**src/rtl/avg_pkg.sv**
```systemverilog
package avg_pkg;
  localparam int unsigned AVG_SAMPLE_W = 10;
  localparam int unsigned AVG_TAG_W    = 4;
  localparam int unsigned AVG_MAX_LOG2 = 6;
  localparam int unsigned AVG_CFG_W    = 3;
endpackage

```
**src/rtl/avg_cfg_reg.sv**
```systemverilog
module avg_cfg_reg #(
  parameter int unsigned CFG_W    = avg_pkg::AVG_CFG_W,
  parameter int unsigned MAX_LOG2 = avg_pkg::AVG_MAX_LOG2
) (
  input  logic             clk_i,
  input  logic             rst_ni,
  input  logic             wr_i,
  input  logic [CFG_W-1:0] shift_i,
  output logic [CFG_W-1:0] shift_o
);
  localparam logic [CFG_W-1:0] MaxShift = CFG_W'(MAX_LOG2);

  logic [CFG_W-1:0] shift_q;

  always_ff @(posedge clk_i or negedge rst_ni) begin
    if (!rst_ni)   shift_q <= '0;
    else if (wr_i) shift_q <= (shift_i > MaxShift) ? MaxShift : shift_i;
  end

  assign shift_o = shift_q;

  AST_CFG_RANGE: assert property (@(posedge clk_i) disable iff (!rst_ni)
    shift_q <= MaxShift);
endmodule

```
**src/rtl/avg_group_ctr.sv**
```systemverilog
module avg_group_ctr #(
  parameter int unsigned CFG_W    = avg_pkg::AVG_CFG_W,
  parameter int unsigned MAX_LOG2 = avg_pkg::AVG_MAX_LOG2
) (
  input  logic             clk_i,
  input  logic             rst_ni,
  input  logic             clr_i,
  input  logic             step_i,
  input  logic [CFG_W-1:0] shift_i,
  output logic             last_o
);
  localparam int unsigned CNT_W = (MAX_LOG2 > 0) ? MAX_LOG2 : 1;

  logic [CNT_W-1:0] cnt_q;
  logic [CNT_W-1:0] lim;

  // limit = 2^shift - 1
  assign lim    = ~({CNT_W{1'b1}} << shift_i);
  assign last_o = (cnt_q == lim);

  always_ff @(posedge clk_i or negedge rst_ni) begin
    if (!rst_ni)     cnt_q <= '0;
    else if (clr_i)  cnt_q <= '0;
    else if (step_i) cnt_q <= last_o ? '0 : cnt_q + 1'b1;
  end

  AST_CNT_BOUND: assert property (@(posedge clk_i) disable iff (!rst_ni)
    cnt_q <= lim);
  AST_IDLE_HOLD: assert property (@(posedge clk_i) disable iff (!rst_ni)
    (!step_i && !clr_i) |=> $stable(cnt_q));
endmodule

```
**src/rtl/avg_accum.sv**
```systemverilog
module avg_accum #(
  parameter int unsigned SAMPLE_W = avg_pkg::AVG_SAMPLE_W,
  parameter int unsigned CFG_W    = avg_pkg::AVG_CFG_W,
  parameter int unsigned MAX_LOG2 = avg_pkg::AVG_MAX_LOG2
) (
  input  logic                clk_i,
  input  logic                rst_ni,
  input  logic                clr_i,
  input  logic                add_i,
  input  logic                last_i,
  input  logic [CFG_W-1:0]    shift_i,
  input  logic [SAMPLE_W-1:0] sample_i,
  output logic [SAMPLE_W-1:0] avg_o
);
  localparam int unsigned ACC_W = SAMPLE_W + MAX_LOG2;

  logic [ACC_W-1:0] acc_q;
  logic [ACC_W:0]   sum;
  logic [ACC_W:0]   shifted;

  assign sum     = {1'b0, acc_q} + (ACC_W + 1)'(sample_i);
  assign shifted = sum >> shift_i;
  assign avg_o   = shifted[SAMPLE_W-1:0];

  always_ff @(posedge clk_i or negedge rst_ni) begin
    if (!rst_ni)    acc_q <= '0;
    else if (clr_i) acc_q <= '0;
    else if (add_i) acc_q <= last_i ? '0 : sum[ACC_W-1:0];
  end

  AST_NO_OVERFLOW: assert property (@(posedge clk_i) disable iff (!rst_ni)
    add_i |-> !sum[ACC_W]);
endmodule

```
**src/rtl/sample_avg_acc.sv**
```systemverilog
module sample_avg_acc #(
  parameter int unsigned SAMPLE_W = avg_pkg::AVG_SAMPLE_W,
  parameter int unsigned TAG_W    = avg_pkg::AVG_TAG_W,
  parameter int unsigned MAX_LOG2 = avg_pkg::AVG_MAX_LOG2,
  parameter int unsigned CFG_W    = avg_pkg::AVG_CFG_W
) (
  input  logic                clk_i,
  input  logic                rst_ni,
  input  logic                cfg_wr_i,
  input  logic [CFG_W-1:0]    cfg_shift_i,
  input  logic                in_valid_i,
  output logic                in_ready_o,
  input  logic [SAMPLE_W-1:0] in_sample_i,
  input  logic [TAG_W-1:0]    in_tag_i,
  output logic                out_valid_o,
  input  logic                out_ready_i,
  output logic [SAMPLE_W-1:0] out_sample_o,
  output logic [TAG_W-1:0]    out_tag_o
);
  logic [CFG_W-1:0]    shift;
  logic                last;
  logic                accept;
  logic [SAMPLE_W-1:0] avg;
  logic                out_valid_q;
  logic [SAMPLE_W-1:0] out_sample_q;
  logic [TAG_W-1:0]    out_tag_q;

  assign in_ready_o = !cfg_wr_i && !(out_valid_q && !out_ready_i);
  assign accept     = in_valid_i && in_ready_o;

  avg_cfg_reg #(.CFG_W(CFG_W), .MAX_LOG2(MAX_LOG2)) u_cfg (
    .clk_i   (clk_i),
    .rst_ni  (rst_ni),
    .wr_i    (cfg_wr_i),
    .shift_i (cfg_shift_i),
    .shift_o (shift)
  );

  avg_group_ctr #(.CFG_W(CFG_W), .MAX_LOG2(MAX_LOG2)) u_ctr (
    .clk_i   (clk_i),
    .rst_ni  (rst_ni),
    .clr_i   (cfg_wr_i),
    .step_i  (accept),
    .shift_i (shift),
    .last_o  (last)
  );

  avg_accum #(.SAMPLE_W(SAMPLE_W), .CFG_W(CFG_W), .MAX_LOG2(MAX_LOG2)) u_acc (
    .clk_i    (clk_i),
    .rst_ni   (rst_ni),
    .clr_i    (cfg_wr_i),
    .add_i    (accept),
    .last_i   (last),
    .shift_i  (shift),
    .sample_i (in_sample_i),
    .avg_o    (avg)
  );

  always_ff @(posedge clk_i or negedge rst_ni) begin
    if (!rst_ni) begin
      out_valid_q  <= 1'b0;
      out_sample_q <= '0;
      out_tag_q    <= '0;
    end else if (accept && last) begin
      out_valid_q  <= 1'b1;
      out_sample_q <= avg;
      out_tag_q    <= in_tag_i;
    end else if (out_ready_i) begin
      out_valid_q  <= 1'b0;
    end
  end

  assign out_valid_o  = out_valid_q;
  assign out_sample_o = out_sample_q;
  assign out_tag_o    = out_tag_q;

  AST_STALL_BLOCK: assert property (@(posedge clk_i) disable iff (!rst_ni)
    (out_valid_o && !out_ready_i) |-> !in_ready_o);
  AST_STALL_HOLD: assert property (@(posedge clk_i) disable iff (!rst_ni)
    (out_valid_o && !out_ready_i) |=> (out_valid_o && $stable(out_sample_o)
                                       && $stable(out_tag_o)));
  AST_CFG_NO_TAKE: assert property (@(posedge clk_i) disable iff (!rst_ni)
    cfg_wr_i |-> !in_ready_o);
  AST_PASS_THRU: assert property (@(posedge clk_i) disable iff (!rst_ni)
    (in_valid_i && in_ready_o && shift == '0) |=>
      (out_valid_o && out_sample_o == $past(in_sample_i)
       && out_tag_o == $past(in_tag_i)));
endmodule

```
**config.mk**
```make
export PLATFORM = sky130hd
export DESIGN_NAME = sample_avg_acc
export DESIGN_NICKNAME = d
export VERILOG_FILES = /design/src/rtl/avg_pkg.sv /design/src/rtl/avg_cfg_reg.sv /design/src/rtl/avg_group_ctr.sv /design/src/rtl/avg_accum.sv /design/src/rtl/sample_avg_acc.sv
export SDC_FILE = /design/constraint.sdc
export NUM_CORES = 1
export LEC_CHECK = 0
export ABC_AREA = 1
export BUFFER_PORTS_ARGS = -buffer_cell sky130_fd_sc_hd__clkbuf_2
export CAP_MARGIN = 20
export CORE_ASPECT_RATIO = 1.25
export CORE_MARGIN = 3
export CORE_UTILIZATION = 30
export DETAILED_ROUTE_END_ITERATION = 7
export PLACE_DENSITY = 0.58
export SYNTH_ARGS = -nofsm -noshare
export SYNTH_HDL_FRONTEND = slang
export SYNTH_SLANG_ARGS = --single-unit
```
**constraint.sdc**
```tcl
create_clock -name clk_i -period 2.5 [get_ports clk_i]
set_clock_uncertainty 0.2 [all_clocks]
set_input_delay 0.25 -clock clk_i [delete_from_list [all_inputs] [get_ports clk_i]]
set_output_delay 0.25 -clock clk_i [all_outputs]
set_load 0.005 [all_outputs]
```
==> results.toml, run 1 <==
[yosys]
ys_seq_area_share_pct = 32.5
synth-seq-cells = 40
synthesis.area_um2 = 3080
yosysWarnings = 0
netlist-cell-type-count = 30
yosysTopAreaCell = "dfrtp_1"
syn_avg_cell_area_um2 = 6.55
yosysTopAreaCellShare_pct = 32.5
synthCells = 471
synthTopCellsByArea = "dfrtp_1 32%, nand2_1 17%, nand3_1 13%"
syn_nets = 505

[final_layout]
multi_input_area_um2 = 1780
final_layout_size_suffix_gt1_share_pct = 13.3
area_growth_pct = 18.7
n_antenna_cell = 0
num-nets-final = 551
fin_util_pct = 37.3
fillers = 1102
regArea_um2 = 1000

[pwr]
swShare_pct = 36.8
leakage_uw = 0.00193
power_switching_uw = 957
p_int_uw = 1650
p_comb_share_pct = 36.6
power_density_nw_per_um2 = 711
pwr-share-clk_pct = 29.0
ir_worst_vdd_mv = 0.309
power_uw = 2600
seq_power_share_pct = 34.4

[timing]
layout_min_cycle_time_ps = 2320
hold_viol = 0
tightest_slew_ps = 590
setup_viol = 0
clock.fmax_mhz = 431
fin_crit_sh_pct = 92.8
rsz0062_at_grt = "no"
slew_headroom_pct = 60.6
setup_tns_ps = 0
slew_violations = 0

[global_routing]
busiest_layer = "met2"
grt_max_degree = 24
overflow = 0
use_met1_pct = 18.5
met3_usage_pct = 2.28
grt_use_met2_pct = 27.4
grt_usage_pct = 15.1
antenna_found_initial = 0
grt_pass1_vias = 3183
grt_pass1_wl_mm = 14.6

[clock_tree]
clkTransAtPathRegs_ps = 60
cts_setup_buffers = 0
cts_tree = "yes"
cts.path.max_buffers = 2
cts_root_buf = "clkbuf_16"
cts_buffers = 5
htreeDepth = 2
clock_sinks = 40
clock_latency_ps = 280

[critical_path]
critPathTopFamily = "simple AND/OR/NAND/NOR gates"
r2r-start = "u_acc.acc_q[8]"
path_cells = "ha_1 -> nand2_1 -> nor2_1 -> nand3_1 -> nand4_1 -> nand3_1 -> nand3_1 -> nand2_1 -> nor2_1 -> nor2_1 -> nor2_1"
cp_max_fo = 5
crit_start = "u_acc.acc_q[8]"
cp-start-kind = "register"
critPathBufInv = 0
arrival_ps = 2340
cpMostUsedCell = "nor2_1"
r2r_setup_slack_ps = 180
worstPathRequired_ps = 2520
worstSetupPathType = "reg2reg"
crit_slowest_cell = "dfrtp_1"
end_kind = "register"
max_stage_delay_ps = 390

[routing]
drt_iter0_markers = 111
wl_per_cell_um = 13.1
vias = 3099
drt_first_pass_iters = 5
routed_wl_mm = 8.47
viasPerCell = 4.81
drc = 0
ant_nets = 0

[placed_design]
hpwl_mm = 6.76
io_buffers = 37
place_congestion = 0.853

[floorplanning]
die_area_um2 = 11500
die_h_um = 119
ios = 38
start_util_pct = 31.4
core.rowCount = 40
coreArea_um2 = 9810
fp.dieW_um = 96.7

[hold_path]
min_from = "cfg_shift_i[2]"
hold_path_class = "in2reg"

[job]
maxCapViolCount = 0

[run_status]
status = "complete, no violations"
-- cell usage in the layout, fill, tap and decap left out, types with 2 or more instances in the layout --
master	netlist	final
dfrtp_1	40	40
dlygate4sd3_1	0	7
or2_1	3	3
nor3_1	4	4
a2bb2oi_2	2	2
a21oi_1	14	14
or2_2	2	2
xnor2_1	2	2
nor2_1	37	35
clkbuf_2	0	37
nor2_2	1	3
inv_1	57	57
clkbuf_16	0	5
nand2_1	143	143
and2_1	7	7
ha_1	11	11
xor2_1	5	5
nand4_1	8	8
a21boi_1	2	2
nand3_1	83	82
o21ai_0	20	20
buf_4	1	10
inv_2	2	2
o22ai_1	8	8
-- sequential cells by signal, summed over array words and instances (netlist names) --
name / flops
out_sample_o: 10
out_tag_o: 4
u_acc.acc_q: 16
u_ctr.cnt_q: 6
u_cfg.shift_o: 3
out_valid_o: 1
-- path summary, 6_finish.rpt --
check                                        end  depth (start not counted)
worst max-delay path             out_sample_o[7]                         11
worst min-delay path            u_cfg.shift_o[2]                          3
min in group asynchronous           out_tag_o[2]                          3
max in group asynchronous         u_acc.acc_q[2]                          3
worst max register to register   out_sample_o[7]                         11
worst min register to register      out_tag_o[1]                          2
-- synth_stat cells --
library cell and instances:
inv_2 2, or2_2 2, a2bb2oi_2 2, inv_1 57, nand2_2 1, o21ai_0 20
nor4_2 1, buf_4 1, buf_1 1, nand4_1 8, and2_1 7, nand2_1 143
fa_1 1, ha_1 11, or2_1 3, nand3_1 83, a22oi_2 1, a2bb2oi_1 1
a21boi_1 2, nor2_1 37, o22ai_1 8, nor2_2 1, xor2_1 5, buf_6 4
a21oi_1 14, buf_2 3, nor3_1 4, clkbuf_1 6, dfrtp_1 40, xnor2_1 2
-- worst reg2reg max path, cell delays in order (launching register included) --
cell and delay (ps):
dfrtp_1 390, ha_1 390, nand2_1 150, nor2_1 210
nand3_1 150, nand4_1 160, nand3_1 140, nand3_1 130
nand2_1 60, nor2_1 130, nor2_1 70, nor2_1 80
-- metrics by stage --
step	hold slack, ps	area, um2	setup slack, ps	cells
floorplan	-246	3080	386	471
global placement	48.7	3410	158	629
detailed placement	45.4	3410	74.9	629
CTS	0.554	3650	74.3	644
global route	22.8	3660	7.25	644
finish	0.855	3660	181	644
-- timing repair --
| action | CTS | global route |
|---|---|---|
| endpoints found under the hold margin | 46 | 0 |
| gates resized for setup | 0 | 4 |
| hold buffers | 7 | 0 |
| endpoints found under the setup margin | 0 | 8 |
-- cell type report --
cell class              count  share of cell area, %
clock buffers               5                   3.42
clock inverters             3                   1.26
inverters                  59                   6.05
multi-input cells         357                   48.6
flip-flops and latches     40                   27.3
well taps                 126                   4.31
repair buffers             54                   9.02
-- per-layer routing --
| metal | wire, um | part of all wire (%) |
|---|---|---|
| met4 | 110 | 1.3 |
| met3 | 289 | 3.4 |
| met2 | 4250 | 50 |
| met1 | 3820 | 45 |
| met5 | 0 | 0 |
-- power by group through the flow --
stage                     registers (uW)  logic, uW  clock network (uW)
after global routing                 914       1110                 802
after detailed placement             904        948                   0
after global placement               903        934                   0
after floorplan                      885        647                   0
final                                895        953                 755
after CTS                            896        959                 774
-- kinds of logic (layout without fill, tap and decap cells) --
family | after synthesis | count (layout) | synth area share (%)
AOI/OAI and AO/OA | 48 | 48 | 9.29
adders and majority gates | 12 | 12 | 5.11
xor gates and xnor gates | 7 | 7 | 1.99
DFF | 40 | 40 | 32.5
buffers and inverters | 74 | 121 | 10.2
and+or+nand+nor | 290 | 290 | 40.9
Power figures use the tool's default switching activity.
==> run 2: changes to the inputs <==
--- a/config.mk
+++ b/config.mk
@@ -8,7 +8,7 @@
 export ABC_AREA = 1
 export BUFFER_PORTS_ARGS = -buffer_cell sky130_fd_sc_hd__clkbuf_2
 export CAP_MARGIN = 20
-export CORE_ASPECT_RATIO = 1.25
+export CORE_ASPECT_RATIO = 1.1
 export CORE_MARGIN = 3
 export CORE_UTILIZATION = 30
 export DETAILED_ROUTE_END_ITERATION = 7
==> results.toml, run 2 (same netlist as run 1, synthesis figures left out) <==
[placed_design]
dpl-instance-area_um2 = 3410
io_buffers = 37
place_congestion = 0.859
place_ws_ps = 105
hpwl_mm = 6.91

[timing]
slew_headroom_pct = 59.6
setup_tns_ps = 0
setup_ws_ps = 205
clock.fmax_mhz = 436
holdWs_ps = 6.18
hold_viol = 0
layout_min_cycle_time_ps = 2300
slew_violations = 0
setup_viol = 0
tightest_slew_ps = 606
fin_crit_sh_pct = 91.8

[routing]
wl_per_cell_um = 13.7
drc = 0
drt_first_pass_iters = 5
viasPerCell = 4.94
drt_iter0_markers = 229
ant_nets = 0
routed_wl_mm = 8.81
vias = 3164

[pwr]
power_density_nw_per_um2 = 669
leakage_uw = 0.00193
ir_worst_vdd_mv = 0.372

[clock_tree]
clkTransAtPathRegs_ps = 90
cts_root_buf = "clkbuf_8"
htreeDepth = 2
cts.path.max_buffers = 2
clock_latency_ps = 300
clock_sinks = 40
cts_setup_buffers = 0
cts_buffers = 5
cts_tree = "yes"

[hold_path]
hold_path_class = "in2reg"
min_from = "cfg_wr_i"
holdPathStages = 2
hold_path_end = "u_ctr.cnt_q[5]"

[critical_path]
max_stage_delay_ps = 390
worstSetupPathType = "reg2reg"
r2r_cells = 12
crit_slowest_cell = "dfrtp_1"
cp-start-kind = "register"
reg2reg_to = "out_sample_o[6]"
critPathBufInv = 0
r2r-start = "u_acc.acc_q[0]"
critPathTopFamily = "simple AND/OR/NAND/NOR gates"
cpMostUsedCell = "nand3_1"
path_cells = "ha_1 -> fa_2 -> nand3_1 -> nand3_2 -> nand3_1 -> nand3_1 -> nand2_1 -> nand3_1 -> nand3_1 -> nand3_1 -> nor2_1 -> nor2_1"
worstPathRequired_ps = 2500
end_kind = "register"
arrival_ps = 2290
r2r_setup_slack_ps = 200
cp_max_fo = 5

[job]
maxCapViolCount = 0

[floorplanning]
fp.dieW_um = 103
die_h_um = 112
ios = 38
start_util_pct = 31.0
coreArea_um2 = 9940
core.rowCount = 38
die_area_um2 = 11500

[global_routing]
grt_max_degree = 22
grt_pass1_vias = 3180
antenna_found_initial = 0
grt_usage_pct = 16.0
grt_pass1_wl_mm = 15.0
overflow = 0

[final_layout]
final_common_cell = "nand2_1"
final_cell_mix = "143 x nand2_1, 82 x nand3_1, 57 x inv_1, 40 x dfrtp_1, 37 x clkbuf_2"
final_cell_area_um2 = 3640
largest-register = "u_acc.acc_q"
largest_register_ffs = 16
area_growth_pct = 17.9
num-nets-final = 554
fin_util_pct = 36.6
final_layout_size_suffix_gt1_share_pct = 13.8
n_antenna_cell = 0

[run_status]
status = "complete, no violations"
## run 2: cell types whose count changed in the layout (fill, tap and decap cells not counted)
cell and delta:
a21oi_2 +1, clkbuf_16 -5, clkbuf_8 +5, buf_4 +1, xnor2_2 +1, a21oi_1 -1
dlygate4sd3_1 +2, xnor2_1 -1
## run 2: through the flow
| step | total power (uW) | cells |
|---|---|---|
| floorplan | 1530 | 471 |
| global placement | 1830 | 624 |
| detailed placement | 1850 | 624 |
| CTS | 2440 | 641 |
| global route | 2640 | 641 |
| finish | 2430 | 641 |
## run 2: area by class of cell
type / count / area, um2
inverter: 59 / 221
clock buffer: 5 / 68.8
fill: 1053 / 6300
multi-input combinational: 357 / 1790
clock inverter: 3 / 46.3
tap: 120 / 150
timing repair buffer: 57 / 358
sequential: 40 / 1000
## run 2: where the power goes
| part | leakage (uW) | switching [uW] | internal [uW] |
|---|---|---|---|
| clock | 0.0000548 | 269 | 301 |
| sequential | 0.000532 | 105 | 788 |
| combinational | 0.00134 | 580 | 390 |
## run 2: routing by layer
layer	vias up	track usage [%]	wire length (um)
li1	1623	-	-
met3	8	1.68	313
met1	1465	21.0	3950
met5	-	0	0
met2	68	28.3	4470
met4	0	3.32	73
## run 2: worst max-delay path by stage
stage,from,endpoint,cells after the start
2_1_floorplan,u_acc.acc_q[0],out_sample_o[2],12
3_3_place_gp,u_acc.acc_q[0],out_sample_o[7],12
3_5_place_dp,u_acc.acc_q[0],out_sample_o[2],12
4_1_cts,u_acc.acc_q[0],out_sample_o[2],12
5_1_grt,u_acc.acc_q[0],out_sample_o[6],13
6_report,u_acc.acc_q[0],out_sample_o[6],12
## run 2: repair_timing
item	CTS	global route
setup endpoints to repair	0	10
hold buffers	9	0
resized for setup	0	6
hold endpoints to repair	48	0
==> run 3: changes to the inputs <==
--- a/config.mk
+++ b/config.mk
@@ -12,6 +12,7 @@
 export CORE_MARGIN = 3
 export CORE_UTILIZATION = 30
 export DETAILED_ROUTE_END_ITERATION = 7
+export MAX_ROUTING_LAYER = met4
 export PLACE_DENSITY = 0.58
 export SYNTH_ARGS = -nofsm -noshare
 export SYNTH_HDL_FRONTEND = slang
==> results.toml, run 3 (same netlist as run 1, synthesis figures left out) <==
[run_status]
status = "complete, no violations"

[clock_tree]
cts_root_buf = "clkbuf_8"
cts.path.max_buffers = 2
clock_latency_ps = 300
cts_tree = "yes"
htreeDepth = 2
clkTransAtPathRegs_ps = 90
cts_buffers = 5
clock_sinks = 40

[timing]
clock.fmax_mhz = 435
layout_min_cycle_time_ps = 2300
tightest_slew_ps = 604
setup_viol = 0
setup_ws_ps = 201
slew_headroom_pct = 59.7
fin_crit_sh_pct = 92.0
slew_violations = 0
setup_tns_ps = 0
hold_viol = 0

[routing]
routed_wl_mm = 8.82
drc = 0
viasPerCell = 4.89
vias = 3136
ant_nets = 0
drt_iter0_markers = 201
wl_per_cell_um = 13.8
drt_first_pass_iters = 5

[placed_design]
io_buffers = 37
hpwl_mm = 6.91
dpl-instance-area_um2 = 3410
place_ws_ps = 105
place_congestion = 0.873

[critical_path]
end_kind = "register"
arrival_ps = 2300
worstPathRequired_ps = 2500
cp-start-kind = "register"
worstSetupPathType = "reg2reg"
r2r_setup_slack_ps = 200
cp_max_fo = 5

[pwr]
leakage_uw = 0.00193
power_density_nw_per_um2 = 669
ir_worst_vdd_mv = 0.373
power_uw = 2430

[global_routing]
overflow = 0
grt_pass1_vias = 3179
grt_usage_pct = 16.5
grt_max_degree = 22
antenna_found_initial = 0
grt_pass1_wl_mm = 15.0

[floorplanning]
start_util_pct = 31.0
fp.dieW_um = 103
die_area_um2 = 11500
ios = 38
coreArea_um2 = 9940
die_h_um = 112
core.rowCount = 38

[final_layout]
num-nets-final = 554
final_cell_mix = "143 x nand2_1, 82 x nand3_1, 57 x inv_1, 40 x dfrtp_1, 37 x clkbuf_2"
final_layout_size_suffix_gt1_share_pct = 13.8
n_antenna_cell = 0
largest-register = "u_acc.acc_q"
final_common_cell = "nand2_1"
final_cell_area_um2 = 3640
area_growth_pct = 17.9
largest_register_ffs = 16
fin_util_pct = 36.6

[job]
maxCapViolCount = 0

[hold_path]
hold_path_class = "in2reg"
[run 3: cell counts in the layout (fill, tap and decap cells not counted)]
Identical to the previous run, type by type.
[run 3: metal layers]
| metal | up-vias | share of wire, % | global-route usage [%] |
|---|---|---|---|
| li1 | 1621 | - | - |
| met1 | 1446 | 44 | 21.0 |
| met2 | 61 | 51 | 28.3 |
| met3 | 8 | 3.7 | 1.68 |
| met4 | 0 | 0.83 | 3.32 |
| met5 | - | 0 | - |
[run 3: cell type report]
type                    instances  area (um2)
clock buffers                   5        68.8
clock inverters                 3        46.3
fillers                      1053        6300
inverters                      59         221
multi-input cells             357        1790
flip-flops and latches         40        1000
well taps                     120         150
repair buffers                 57         358
[run 3: worst max-delay path, cell delays in order, from the launching register on]
cell and delay [ps]:
dfrtp_1 390, ha_1 210, fa_2 390, nand3_1 100, nand3_2 120, nand3_1 150, nand3_1 110, nand2_1 80
nand3_1 90, nand3_1 120, nand3_1 70, nor2_1 120, nor2_1 40
[run 3: stage by stage]
| stage | instances | hold slack [ps] |
|---|---|---|
| after floorplan | 471 | -246 |
| after global placement | 624 | -61.8 |
| after detailed placement | 624 | -60.3 |
| after CTS | 641 | 7.12 |
| after global routing | 641 | 30.5 |
| final | 641 | 6.20 |
[run 3: where the power goes]
part,internal (uW),switching (uW)
clock network,301,271
logic,390,578
registers,788,104
[run 3: path summary, 6_finish.rpt]
check	start	end	cells after the start
worst max register to register	u_acc.acc_q[0]	out_sample_o[6]	12
worst min register to register	out_sample_o[5]	out_sample_o[5]	2
max in group asynchronous	rst_ni	u_acc.acc_q[0]	3
worst max-delay path	u_acc.acc_q[0]	out_sample_o[6]	12
worst min-delay path	cfg_wr_i	u_ctr.cnt_q[5]	2
min in group asynchronous	rst_ni	out_tag_o[2]	2
[run 3: timing repair]
action	CTS	global route
hold endpoints to repair	48	0
buffers inserted	0	0
hold buffers	9	0
setup endpoints to repair	0	10
resized for setup	0	6
